--- config.mk ---
export PLATFORM = sky130hd
export DESIGN_NAME = cmp_out_cond
export DESIGN_NICKNAME = d
export VERILOG_FILES = /design/src/rtl/cmp_cond_pkg.sv /design/src/rtl/cmp_sync.sv /design/src/rtl/cmp_filter.sv /design/src/rtl/cmp_edge_flags.sv /design/src/rtl/cmp_out_cond.sv
export SDC_FILE = /design/constraint.sdc
export NUM_CORES = 1
export LEC_CHECK = 0
export ABC_AREA = 1
export BUFFER_PORTS_ARGS = -buffer_cell sky130_fd_sc_hd__buf_2
export CAP_MARGIN = 15
export CORE_MARGIN = 1.5
export CORE_UTILIZATION = 53
export CTS_CLUSTER_DIAMETER = 120
export DETAILED_ROUTE_END_ITERATION = 10
export GPL_TIMING_DRIVEN = 0
export HOLD_SLACK_MARGIN = 0.12
export PLACE_DENSITY = 0.78
export SKIP_LAST_GASP = 1
export SLEW_MARGIN = 20
export SYNTH_ARGS = -nofsm -noshare
export SYNTH_HDL_FRONTEND = slang
export SYNTH_SLANG_ARGS = --single-unit
--- constraint.sdc ---
create_clock -name clk_i -period 2.6 [get_ports clk_i]
set_clock_uncertainty 0.2 [all_clocks]
set_input_delay 0.26 -clock clk_i [delete_from_list [all_inputs] [get_ports clk_i]]
set_output_delay 0.26 -clock clk_i [all_outputs]
set_load 0.01 [all_outputs]
--- src/rtl/cmp_cond_pkg.sv ---
package cmp_cond_pkg;
  typedef enum logic [1:0] {
    POL_ANY  = 2'b00,
    POL_RISE = 2'b01,
    POL_FALL = 2'b10,
    POL_NONE = 2'b11
  } edge_pol_e;
endpackage

--- src/rtl/cmp_sync.sv ---
module cmp_sync #(
  parameter int STAGES = 2
) (
  input  logic clk_i,
  input  logic rst_ni,
  input  logic en_i,
  input  logic raw_i,
  input  logic inv_i,
  output logic val_o
);
  logic [STAGES-1:0] sh_q;

  always_ff @(posedge clk_i or negedge rst_ni) begin
    if (!rst_ni)    sh_q <= '0;
    else if (!en_i) sh_q <= '0;
    else            sh_q <= {sh_q[STAGES-2:0], raw_i};
  end

  assign val_o = en_i & (sh_q[STAGES-1] ^ inv_i);
endmodule

--- src/rtl/cmp_filter.sv ---
module cmp_filter #(
  parameter int MAX_LOG2 = 6,
  parameter int CODE_W   = 3,
  parameter int DIV_W    = 2
) (
  input  logic              clk_i,
  input  logic              rst_ni,
  input  logic              en_i,
  input  logic [CODE_W-1:0] code_i,
  input  logic [DIV_W-1:0]  div_i,
  input  logic              smp_i,
  output logic              filt_o,
  output logic              tick_o
);
  localparam int CNT_W = MAX_LOG2 + 1;
  localparam int PRE_W = (1 << DIV_W) - 2;

  logic [PRE_W-1:0] pre_q, pre_mask;
  logic [CNT_W-1:0] cnt_q, n_len, cnt_inc;
  logic             filt_q, tick;

  // reserved all-ones divider code maps to full rate
  always_comb begin
    pre_mask = '0;
    if (div_i != '1)
      for (int i = 0; i < PRE_W; i++)
        if (i < int'(div_i)) pre_mask[i] = 1'b1;
  end

  assign tick    = ((pre_q & pre_mask) == pre_mask);
  assign n_len   = (code_i == '0) ? CNT_W'(1) : (CNT_W'(1) << (code_i - CODE_W'(1)));
  assign cnt_inc = cnt_q + CNT_W'(1);

  always_ff @(posedge clk_i or negedge rst_ni) begin
    if (!rst_ni) begin
      pre_q <= '0; cnt_q <= '0; filt_q <= 1'b0;
    end else if (!en_i) begin
      pre_q <= '0; cnt_q <= '0; filt_q <= 1'b0;
    end else begin
      pre_q <= pre_q + PRE_W'(1);
      if (code_i == '0) begin
        filt_q <= smp_i;
        cnt_q  <= '0;
      end else if (tick) begin
        if (smp_i != filt_q) begin
          if (cnt_inc >= n_len) begin
            filt_q <= smp_i;
            cnt_q  <= '0;
          end else begin
            cnt_q <= cnt_inc;
          end
        end else begin
          cnt_q <= '0;
        end
      end
    end
  end

  assign filt_o = en_i & ((code_i == '0) ? smp_i : filt_q);
  assign tick_o = tick;

  AST_CNT_BOUND: assert property (@(posedge clk_i) disable iff (!rst_ni)
    cnt_q < CNT_W'(1 << MAX_LOG2));
  AST_FILT_ON_TICK: assert property (@(posedge clk_i) disable iff (!rst_ni)
    (en_i && $past(en_i) && code_i != '0 && $past(code_i) == code_i && filt_q != $past(filt_q))
      |-> $past(tick));
  AST_FILT_CLEAR: assert property (@(posedge clk_i) disable iff (!rst_ni)
    !en_i |=> (filt_q == 1'b0 && cnt_q == '0));
endmodule

--- src/rtl/cmp_edge_flags.sv ---
module cmp_edge_flags
  import cmp_cond_pkg::*;
(
  input  logic       clk_i,
  input  logic       rst_ni,
  input  logic       en_i,
  input  logic       watch_i,
  input  logic [1:0] pol_i,
  input  logic       wake_en_i,
  input  logic       irq_clr_i,
  input  logic       wake_clr_i,
  output logic       irq_flag_o,
  output logic       wake_flag_o
);
  logic prev_q, rise, fall, evt, irq_q, wake_q;

  assign rise = watch_i & ~prev_q;
  assign fall = ~watch_i & prev_q;

  always_comb begin
    unique case (edge_pol_e'(pol_i))
      POL_ANY:  evt = rise | fall;
      POL_RISE: evt = rise;
      POL_FALL: evt = fall;
      default:  evt = 1'b0;
    endcase
    evt = evt & en_i;
  end

  // hardware set dominates a same-cycle clear
  always_ff @(posedge clk_i or negedge rst_ni) begin
    if (!rst_ni) begin
      prev_q <= 1'b0; irq_q <= 1'b0; wake_q <= 1'b0;
    end else begin
      prev_q <= en_i & watch_i;
      irq_q  <= evt | (irq_q & ~irq_clr_i);
      wake_q <= (evt & wake_en_i) | (wake_q & ~wake_clr_i);
    end
  end

  assign irq_flag_o  = irq_q;
  assign wake_flag_o = wake_q;

  AST_FLAG_STICKY: assert property (@(posedge clk_i) disable iff (!rst_ni)
    (irq_flag_o && !irq_clr_i) |=> irq_flag_o);
  AST_SET_WINS: assert property (@(posedge clk_i) disable iff (!rst_ni)
    (evt && irq_clr_i) |=> irq_flag_o);
  AST_RSVD_POL: assert property (@(posedge clk_i) disable iff (!rst_ni)
    (pol_i == 2'b11 && !irq_flag_o) |=> !irq_flag_o);
  AST_WAKE_OFF: assert property (@(posedge clk_i) disable iff (!rst_ni)
    (!wake_en_i && !wake_flag_o) |=> !wake_flag_o);
endmodule

--- src/rtl/cmp_out_cond.sv ---
module cmp_out_cond #(
  parameter int MAX_LOG2 = 6,
  parameter int DIV_W    = 2,
  parameter int SYNC_N   = 2,
  localparam int CODE_W  = $clog2(MAX_LOG2 + 2)
) (
  input  logic              clk_i,
  input  logic              rst_ni,
  input  logic              cmp_raw_i,
  input  logic              enable_i,
  input  logic              invert_i,
  input  logic              out_sel_i,
  input  logic [CODE_W-1:0] filt_code_i,
  input  logic [DIV_W-1:0]  fclk_div_i,
  input  logic [1:0]        edge_pol_i,
  input  logic              irq_en_i,
  input  logic              wake_en_i,
  input  logic              irq_clr_i,
  input  logic              wake_clr_i,
  output logic              cmp_sync_o,
  output logic              cmp_filt_o,
  output logic              cmp_out_o,
  output logic              irq_flag_o,
  output logic              wake_flag_o,
  output logic              irq_o
);
  logic sync_val, filt_val, tick_unused;

  cmp_sync #(.STAGES(SYNC_N)) u_sync (
    .clk_i(clk_i), .rst_ni(rst_ni), .en_i(enable_i),
    .raw_i(cmp_raw_i), .inv_i(invert_i), .val_o(sync_val)
  );

  cmp_filter #(.MAX_LOG2(MAX_LOG2), .CODE_W(CODE_W), .DIV_W(DIV_W)) u_filt (
    .clk_i(clk_i), .rst_ni(rst_ni), .en_i(enable_i), .code_i(filt_code_i),
    .div_i(fclk_div_i), .smp_i(sync_val), .filt_o(filt_val), .tick_o(tick_unused)
  );

  cmp_edge_flags u_flags (
    .clk_i(clk_i), .rst_ni(rst_ni), .en_i(enable_i), .watch_i(filt_val),
    .pol_i(edge_pol_i), .wake_en_i(wake_en_i), .irq_clr_i(irq_clr_i),
    .wake_clr_i(wake_clr_i), .irq_flag_o(irq_flag_o), .wake_flag_o(wake_flag_o)
  );

  assign cmp_sync_o = sync_val;
  assign cmp_filt_o = filt_val;
  assign cmp_out_o  = out_sel_i ? filt_val : sync_val;
  assign irq_o      = irq_flag_o & irq_en_i;

  AST_IRQ_GATE: assert property (@(posedge clk_i) disable iff (!rst_ni)
    irq_o |-> (irq_en_i && irq_flag_o));
  AST_DIS_LOW: assert property (@(posedge clk_i) disable iff (!rst_ni)
    !enable_i |-> (!cmp_sync_o && !cmp_filt_o && !cmp_out_o));
  AST_SYNC_DLY: assert property (@(posedge clk_i) disable iff (!rst_ni)
    (enable_i && $past(enable_i) && $past(enable_i, 2) && $past(rst_ni) && $past(rst_ni, 2))
      |-> (cmp_sync_o == ($past(cmp_raw_i, 2) ^ invert_i)));
endmodule

==> qor.csv, run 1 <==
metric;value;unit
status;complete, no violations;
gp_congestion;0.7587;
worstPathArrival;2.45;ns
synthSimpleGateAreaFrac;33.33;%
drtPass1Iterations;4;
insertion_delay;0.28;ns
crit_path_max_fanout;7;
synthesis.area;0.001100;mm2
dpl_worst_slack;0.1239;ns
slew_violations;0;
synth_xor_area_share;3.982;%
synth_top_family_by_area;simple AND/OR/NAND/NOR gates;
p_leak;0.7956;nW
fmax;411.1;MHz
cts_tree;yes;
fin_setup_tns;0;ns
die_area;0.002358;mm2
num-fill-cells;182;
fin_ws;0.1676;ns
area_growth_syn_to_layout;22.64;%
drive_above_1_share;20.88;%
core-area;0.001962;mm2
ios;23;
clk_path_buf_depth;2;
comb_power_share;25.0;%
synth_adder_area_share;12.51;%
htree_levels;1;
maxCapViolCount;0;
ant_nets;0;
clockPowerShare;25.6;%
hold_viol_final;0;
antenna_cells;0;
grt_overflow;0;
avgSynthCellArea;7.381;um2
fin_crit_sh;93.55;%
wire_per_inst;10.65;um
syn-instance-count;149;
rsz0062_at_grt;yes;
yosysWarningCount;0;
switching_share;30.46;%
synth_area_leaders;dfrtp_1 34%, nand2_1 18%, ha_1 13%, inv_1 10%, nand3_1 4.6%;
end_kind;register;
post_cts_buffers;0;
tightest_slew;0.3352;ns
switchingPower;0.0001566;W
drc_errors;0;
setup_viol;0;
yosysTopAreaCell;dfrtp_1;
min_path_type;input pin to register;
startpoint_type;register;
cts.sink_count;15;
drt_iter0_drc;19;
path_class;register to register;
synth-seq-cells;15;
synth_nets;177;
wl;2225;um
synth_compound_area_share;4.778;%
synth_top_area_share;34.13;%
power.density;381.1;mW/mm2
post-route-min-period;2.432;ns
final_nets;211;
p_int;0.0003575;W
grt_max_degree;16;
rows;16;
routed_via_density;4.727;
dr_total_vias;988;
total_power;0.0005140;W
place_hpwl;1700;um
ys_types;21;
grtUsageTotal;21.54;%
grt_pass1_vias;985;
antenna_found_initial;0;
initial_core_util;56.06;%
clk_pin_slew_worst_paths;0.09;ns
cts-root-buf;clkbuf_4;
relSlewSlack;77.65;%
die-width;48.56;um
required;2.62;ns
yosys-mux-area-fraction;0;%
numCtsBuffers;3;
vdd_drop_max;281.9;uV
seq_power_share;49.4;%
grt_pass1_wl;4043;um
fin_util;68.75;%
dieHeight;48.56;um
yosysSeqAreaShare;34.13;%
io_buffers;22;
==> layout by cell type (no fill, tap or decap) <==
| cell type | count |
|---|---|
| dfrtp_2 | 1 |
| xnor2_1 | 1 |
| clkbuf_1 | 1 |
| nor2_4 | 2 |
| o2111ai_1 | 1 |
| inv_2 | 3 |
| nand3_4 | 1 |
| xor2_1 | 4 |
| nand3_2 | 1 |
| clkbuf_4 | 3 |
| ha_1 | 11 |
| nand2_1 | 52 |
| inv_1 | 30 |
| a21oi_1 | 2 |
| dlygate4sd3_1 | 7 |
| nand3b_1 | 2 |
| nand3_1 | 10 |
| dfrtp_1 | 14 |
| o22ai_4 | 1 |
| nor2_2 | 2 |
| nand2_4 | 2 |
| nor2_1 | 4 |
| nand4_1 | 1 |
| o21ai_1 | 3 |
| buf_2 | 22 |
| o22ai_1 | 1 |
==> power by group through the flow <==
stage | Combinational, W | Clock, W | Sequential (W)
2_1_floorplan | 0.0000722 | 0 | 0.000258
3_3_place_gp | 0.000110 | 0 | 0.000257
3_5_place_dp | 0.000117 | 0 | 0.000258
4_1_cts | 0.000126 | 0.000134 | 0.000254
5_1_grt | 0.000147 | 0.000147 | 0.000256
6_report | 0.000128 | 0.000132 | 0.000254
==> layout make-up <==
cell class                 instances  area (um2)  share of cell area, %
clock buffer                       4       26.28                  1.948
inverter                          33       123.9                  9.184
multi-input combinational        101       608.1                  45.08
sequential                        15       376.6                  27.92
tap                               27       33.78                  2.505
timing repair buffer              29       180.2                  13.36
==> registers in the layout (all words and copies together), names as in the netlist <==
signal,count
u_flags.wake_flag_o,1
u_flags.irq_flag_o,1
u_sync.sh_q,2
u_filt.filt_q,1
u_filt.cnt_q,7
u_filt.pre_q,2
u_flags.prev_q,1
==> routing by layer <==
| metal | wire (um) | global-route usage [%] |
|---|---|---|
| met5 | 0 | 0 |
| met4 | 14 | 7.143 |
| met3 | 67 | 1.852 |
| met2 | 1123 | 39.35 |
| met1 | 1020 | 26.75 |
==> timing repair <==
action / CTS / global route
setup endpoints to repair: 0 / 9
resized for setup: 0 / 2
hold buffers: 7 / 0
hold endpoints to repair: 21 / 0
==> through the flow <==
step	instances	instance area, um2	hold slack, ns
after floorplan	149	1100	-0.2356
after global placement	198	1244	-0.02325
after detailed placement	198	1244	-0.01589
after CTS	209	1340	0.1325
after global routing	209	1349	0.2100
final	209	1349	0.1306
==> logic make-up (layout without fill, tap and decap cells) <==
group                    after synthesis  after routing
AND/OR/NAND/NOR                       77             77
buffers and inverters                 33             66
flip-flops                            15             15
adder cells (fa/ha/maj)               11             11
AO/OA/AOI/OAI                          8              8
XOR/XNOR                               5              5
==> synth_stat cells <==
cell	number
nand4_1	1
nand3_2	1
xor2_1	4
o2111ai_1	1
o22ai_1	1
dfrtp_1	15
nor2_1	4
a21oi_1	2
ha_1	11
inv_2	3
nand3_4	1
nor2_4	2
nand2_1	52
nor2_2	2
nand3b_1	2
nand3_1	10
o22ai_2	1
nand2_4	2
o21ai_1	3
xnor2_1	1
inv_1	30
==> final timing paths <==
kind / end / slack [ns] / startpoint / cells after the start
hold / removal: u_flags.irq_flag_o / 0.13 / edge_pol_i[0] / 4
setup / recovery: u_filt.cnt_q[1] / 0.17 / u_filt.cnt_q[0] / 14
hold reg to reg: u_sync.sh_q[1] / 0.25 / u_sync.sh_q[0] / 2
max in group asynchronous: u_filt.cnt_q[0] / 1.69 / rst_ni / 2
setup reg to reg: u_filt.cnt_q[1] / 0.17 / u_filt.cnt_q[0] / 14
min in group asynchronous: u_filt.filt_q / 0.24 / rst_ni / 2
==> critical path, cell delays in order (launching register included) <==
cell,delay [ns]
dfrtp_2,0.42
ha_1,0.21
nand3_1,0.12
nor2_1,0.15
nand3_1,0.08
nand2_1,0.08
inv_2,0.04
ha_1,0.30
nand2_1,0.09
inv_1,0.04
a21oi_1,0.16
nand2_1,0.12
nor2_4,0.20
nand2_1,0.08
nand2_1,0.07
Power figures use the tool's default switching activity.
==> run 2: changes to the inputs <==
Settings changed: ABC_AREA 1 to default, PLACE_DENSITY 0.78 to 0.83, SKIP_CTS_REPAIR_TIMING from default to 1.
==> run 2 against run 1 <==
Against the previous run: die area decreased by 3.8%; clock power is essentially flat; highest routed layer unchanged; area after synthesis shrank 4.0%; non-clock buffer count fell by 1; sequential power up 2%; clock-buffer cell count unchanged; sequential cell count unchanged; core utilization increased by 1.7 points; critical path depth down 6; cell count down 22%; register-to-register slack worse by 0.05 ns; fmax down 2.0%.
==> qor.csv, run 2 <==
metric;value;unit
status;complete, no violations;
tightest_slew;0.3909;ns
synth_common_cells;15 x dfrtp_1, 13 x inv_1, 11 x ha_1;
largest_reg_flops;7;
p_leak;0.6397;nW
setup_viol;0;
path_cells;ha_1, nor2b_1, or2_1, ha_1, a2111o_1, a21oi_4, o2111ai_1, nand2_1;
switching_share;30.55;%
fin_util;70.49;%
drive_above_1_share;27.01;%
power.density;417.2;mW/mm2
ff2ff_path_depth;8;
die_area;0.002269;mm2
end_kind;register;
met1_usage;26.70;%
layout.cells.non_filler;162;
grt_use_met3;6.792;%
drc_errors;0;
layout_common_cells;21 x buf_2, 14 x dfrtp_1, 13 x inv_1;
insertion_delay;0.29;ns
clk_path_buf_depth;2;
yosysWarningCount;0;
ant_nets;0;
yosysSeqAreaShare;35.55;%
fin_crit_sh;95.46;%
synth-seq-cells;15;
fmax;402.9;MHz
grt_pass1_wl;3387;um
yosysTopAreaCell;dfrtp_1;
grtUsageMet2;36.22;%
synth_edf_count;0;
synth_nets;135;
min_path_type;input pin to register;
comb_power_share;26.0;%
drt_iter0_drc;14;
antenna_found_initial;0;
clockPowerShare;25.2;%
area_growth_syn_to_layout;20.26;%
gp_congestion;0.8421;
core-area;0.001802;mm2
final_common_cell;buf_2;
slowest_stage;dfrtp_2;
io_buffers;21;
max_stage_delay;0.46;ns
synth_area_leaders;dfrtp_1 36%, ha_1 13%, a32o_1 4.7%, inv_1 4.6%, xor2_1 4.1%;
post-route-min-period;2.482;ns
busiest_layer;met2;
vdd_drop_max;394.1;uV
required;2.63;ns
clk_pin_slew_worst_paths;0.09;ns
switchingPower;0.0001619;W
grtUsageTotal;21.52;%
seq_power_share;48.8;%
slew_violations;0;
path_class;register to register;
largestRegisters;u_filt.cnt_q: 7 flops, u_filt.pre_q: 2 flops, u_sync.sh_q: 2 flops;
avgSynthCellArea;9.869;um2
num-fill-cells;135;
maxCapViolCount;0;
yosysMostFrequentCell;dfrtp_1;
place_inst;153;
cts-root-buf;clkbuf_4;
wire_per_inst;14.22;um
numCtsBuffers;3;
htree_levels;1;
p_int;0.0003680;W
regMostFlops;u_filt.cnt_q;
routed_via_density;5.370;
grt_pass1_vias;812;
cts_tree;yes;
relSlewSlack;73.94;%
rows;15;
synthesis.area;0.001056;mm2
drtPass1Iterations;4;
antenna_cells;0;
synth_top_area_share;35.55;%
ys_types;33;
min_path_cells;4;
syn-instance-count;107;
die-width;47.64;um
startpoint_type;register;
ios;23;
crit_path_frequent_cell;ha_1;
cts.sink_count;15;
initial_core_util;58.61;%
grt_max_degree;16;
worstPathArrival;2.52;ns
hold_viol_final;0;
rsz0062_at_grt;no;
place_hpwl;1579;um
grt_overflow;0;
fin_setup_tns;0;ns
multi_input_area;616.8;um2
wl;2304;um
r2r_slack;0.12;ns
dieHeight;47.64;um
dr_total_vias;870;
crit_path_max_fanout;8;
final_nets;166;
seq_area;376.6;um2
synthFlopType;dfrtp_1;
synthArstFlopShare;100.0;%
[run 2: cell types whose count changed in the layout (fill, tap and decap cells not counted), moves of 3 or more]
| cell | before | now |
|---|---|---|
| o21ai_2 | 0 | 3 |
| and2_1 | 0 | 4 |
| nand3_1 | 10 | 6 |
| inv_1 | 30 | 13 |
| nand2_1 | 52 | 9 |
| nor2b_1 | 0 | 3 |
| a32o_1 | 0 | 5 |
| inv_2 | 3 | 0 |
[run 2: logic make-up after synthesis]
kind of cell	synth area share [%]
buffers and inverters	6.043
adders and majority gates	13.03
DFF	35.55
and+or+nand+nor	21.09
AOI/OAI and AO/OA	17.54
muxes	0.9479
xor gates and xnor gates	5.806
[run 2: path summary, 6_finish.rpt]
check / start / endpoint
max: u_filt.cnt_q[0] / u_filt.cnt_q[2]
max reg2reg: u_filt.cnt_q[0] / u_filt.cnt_q[2]
min: edge_pol_i[0] / u_flags.irq_flag_o
min reg2reg: u_sync.sh_q[0] / u_sync.sh_q[1]
max in group asynchronous: rst_ni / u_filt.cnt_q[0]
min in group asynchronous: rst_ni / u_filt.cnt_q[1]
[run 2: layout make-up]
class	count	share of cell area, %
Timing Repair Buffer	26	12.22
Buffer	2	1.182
Multi-Input combinational cell	77	48.57
Clock buffer	4	2.069
Tap cell	25	2.463
Sequential cell	15	29.66
Inverter	13	3.842
[run 2: routing by layer]
metal | vias up | wire (um)
li1 | 436 | -
met1 | 412 | 937
met2 | 18 | 1246
met3 | 4 | 96
met4 | 0 | 23
met5 | - | 0
[run 2: per-stage QoR]
stage	setup slack [ns]	total power (W)	cell area (um2)	hold slack [ns]
after global placement	0.1431	0.0003833	1192	-0.02451
after floorplan	0.3084	0.0003463	1056	-0.2356
final	0.1181	0.0005299	1270	0.1095
after global routing	0.02904	0.0005579	1270	0.1508
after detailed placement	0.1050	0.0003909	1192	-0.01262
after CTS	0.07508	0.0005258	1219	-0.3300
[run 2: power groups by stage]
stage,registers [W],clock network (W),logic (W)
finish,0.000259,0.000134,0.000138
global route,0.000260,0.000144,0.000154
CTS,0.000258,0.000139,0.000129
detailed placement,0.000262,0,0.000129
global placement,0.000261,0,0.000122
floorplan,0.000261,0,0.0000849
[run 2: worst max-delay path: cells and delay by family (launching register included)]
kind                       cells  cell delay, ns
and+or+nand+nor                3            0.48
adders and majority gates      2            0.47
DFF                            1            0.46
AOI/OAI and AO/OA              3            0.81
==> run 3: changes to the inputs <==
Settings changed: CORE_UTILIZATION 53 to 54, CTS_BUF_LIST from default to sky130_fd_sc_hd__clkbuf_4, PLACE_DENSITY 0.83 to 0.84.
==> run 3 against run 2 <==
Against the previous run: total power is 2.3% higher; cell count is 0.62% higher; worst hold slack improved by 0.049 ns; die area is 1.7% lower; fmax is 0.31% higher; via count rose by 0.80%; critical path depth unchanged; sequential share of layout area is 0.39 points lower; clock-buffer cell count unchanged; largest power group unchanged.
==> qor.csv, run 3 (synthesis gave the netlist of run 2 again) <==
metric;value;unit
min_to;u_flags.irq_flag_o;
relSlewSlack;73.05;%
drt_iter0_drc;5;
startpoint;u_filt.cnt_q[0];
antenna_found_initial;0;
place_hpwl;1601;um
slowest_stage;dfrtp_1;
dr_total_vias;877;
cts.sink_count;15;
path_cells;ha_1, nor2b_1, or2_1, ha_1, a2111o_1, a21oi_4, o2111ai_1, nand2_1;
grt_max_degree;16;
total_power;0.0005422;W
clk_path_buf_depth;2;
min_path_type;input pin to register;
wire_per_inst;13.36;um
insertion_delay;0.29;ns
io_buffers;21;
ios;23;
numCtsBuffers;3;
fin_crit_sh;95.16;%
layout_common_cells;21 x buf_2, 15 x dfrtp_1, 13 x inv_1;
worstPathArrival;2.51;ns
path_buf_inv;0;
r2r-end;u_filt.cnt_q[2];
setup_viol;0;
drc_errors;0;
dpl_worst_slack;0.08125;ns
max_stage_delay;0.45;ns
place_area;0.001192;mm2
startpoint_type;register;
postLayoutCellArea;0.001282;mm2
largest_reg_flops;7;
crit_path_frequent_cell;ha_1;
gp_congestion;0.8181;
hold_viol_final;0;
power.density;422.8;mW/mm2
die-width;47.22;um
cts_tree;yes;
fmax;404.2;MHz
hp-start;enable_i;
die_area;0.002230;mm2
post-route-min-period;2.474;ns
ant_nets;0;
rows;15;
rsz0062_at_grt;no;
timing.rr.start;u_filt.cnt_q[0];
final_common_cell;buf_2;
fin_setup_tns;0;ns
vdd_drop_max;329.6;uV
maxCapViolCount;0;
end_kind;register;
antenna_cells;0;
fin_ws;0.1257;ns
drive_above_1_share;26.81;%
drtPass1Iterations;4;
htree_levels;1;
grt_overflow;0;
slew_violations;0;
grtUsageTotal;21.62;%
final_nets;167;
routed_via_density;5.380;
grt_pass1_wl;3312;um
core-area;0.001783;mm2
clk_pin_slew_worst_paths;0.09;ns
crit_path_max_fanout;8;
area_growth_syn_to_layout;21.45;%
p_leak;0.6488;nW
ff2ff_path_depth;8;
hold_ws;0.1581;ns
initial_core_util;59.23;%
dieHeight;47.22;um
min_path_cells;3;
required;2.64;ns
tightest_slew;0.4042;ns
wl;2177;um
r2r_slack;0.13;ns
grt_pass1_vias;775;
largestRegisters;u_filt.cnt_q: 7 flops, u_filt.pre_q: 2 flops, u_sync.sh_q: 2 flops;
path_class;register to register;
regMostFlops;u_filt.cnt_q;
status;complete, no violations;
cts-root-buf;clkbuf_4;
critPathTopFamily;compound AO/OA/AOI/OAI gates;
run 3: how the worst max path moves through the flow:
stage	end	slack (ns)	depth (start not counted)
6_report	u_filt.cnt_q[2]	0.13	8
5_1_grt	u_filt.cnt_q[2]	0.02	8
4_1_cts	u_filt.cnt_q[2]	0.06	9
3_5_place_dp	u_filt.cnt_q[2]	0.08	9
3_3_place_gp	u_filt.cnt_q[2]	0.15	9
2_1_floorplan	u_filt.cnt_q[2]	0.31	9
run 3: layer usage:
metal / global-route usage, % / part of all wire [%]
met4: 6.667 / 2.0
met3: 8.077 / 3.5
met1: 27.01 / 43
met5: 0 / 0
met2: 34.59 / 51
run 3: metrics by stage:
step / util (%) / cells
2_1_floorplan: - / 107
3_3_place_gp: 66.88 / 153
3_5_place_dp: 66.88 / 153
4_1_cts: 68.56 / 157
5_1_grt: 71.93 / 163
6_report: 71.93 / 163
run 3: where the power goes:
group | leakage (nW) | switching [W] | internal, W
clock | 0.0184 | 0.0000787 | 0.0000703
sequential | 0.203 | 0.0000117 | 0.000246
combinational | 0.427 | 0.0000727 | 0.0000629
total | 0.649 | 0.000163 | 0.000379
run 3: worst register-to-register path, cell delays in order, from the launching register on:
cell and delay, ns:
dfrtp_1 0.45, ha_1 0.27, nor2b_1 0.16, or2_1 0.25, ha_1 0.22, a2111o_1 0.33
a21oi_4 0.30, o2111ai_1 0.15, nand2_1 0.09
run 3: area by class of cell:
class | count | area, um2
timing repair buffer | 27 | 165.2
clock buffer | 4 | 30.03
tap | 25 | 31.28
buffer | 2 | 15.01
fill | 133 | 500.5
sequential | 15 | 375.4
multi-input combinational | 77 | 616.8
inverter | 13 | 48.80
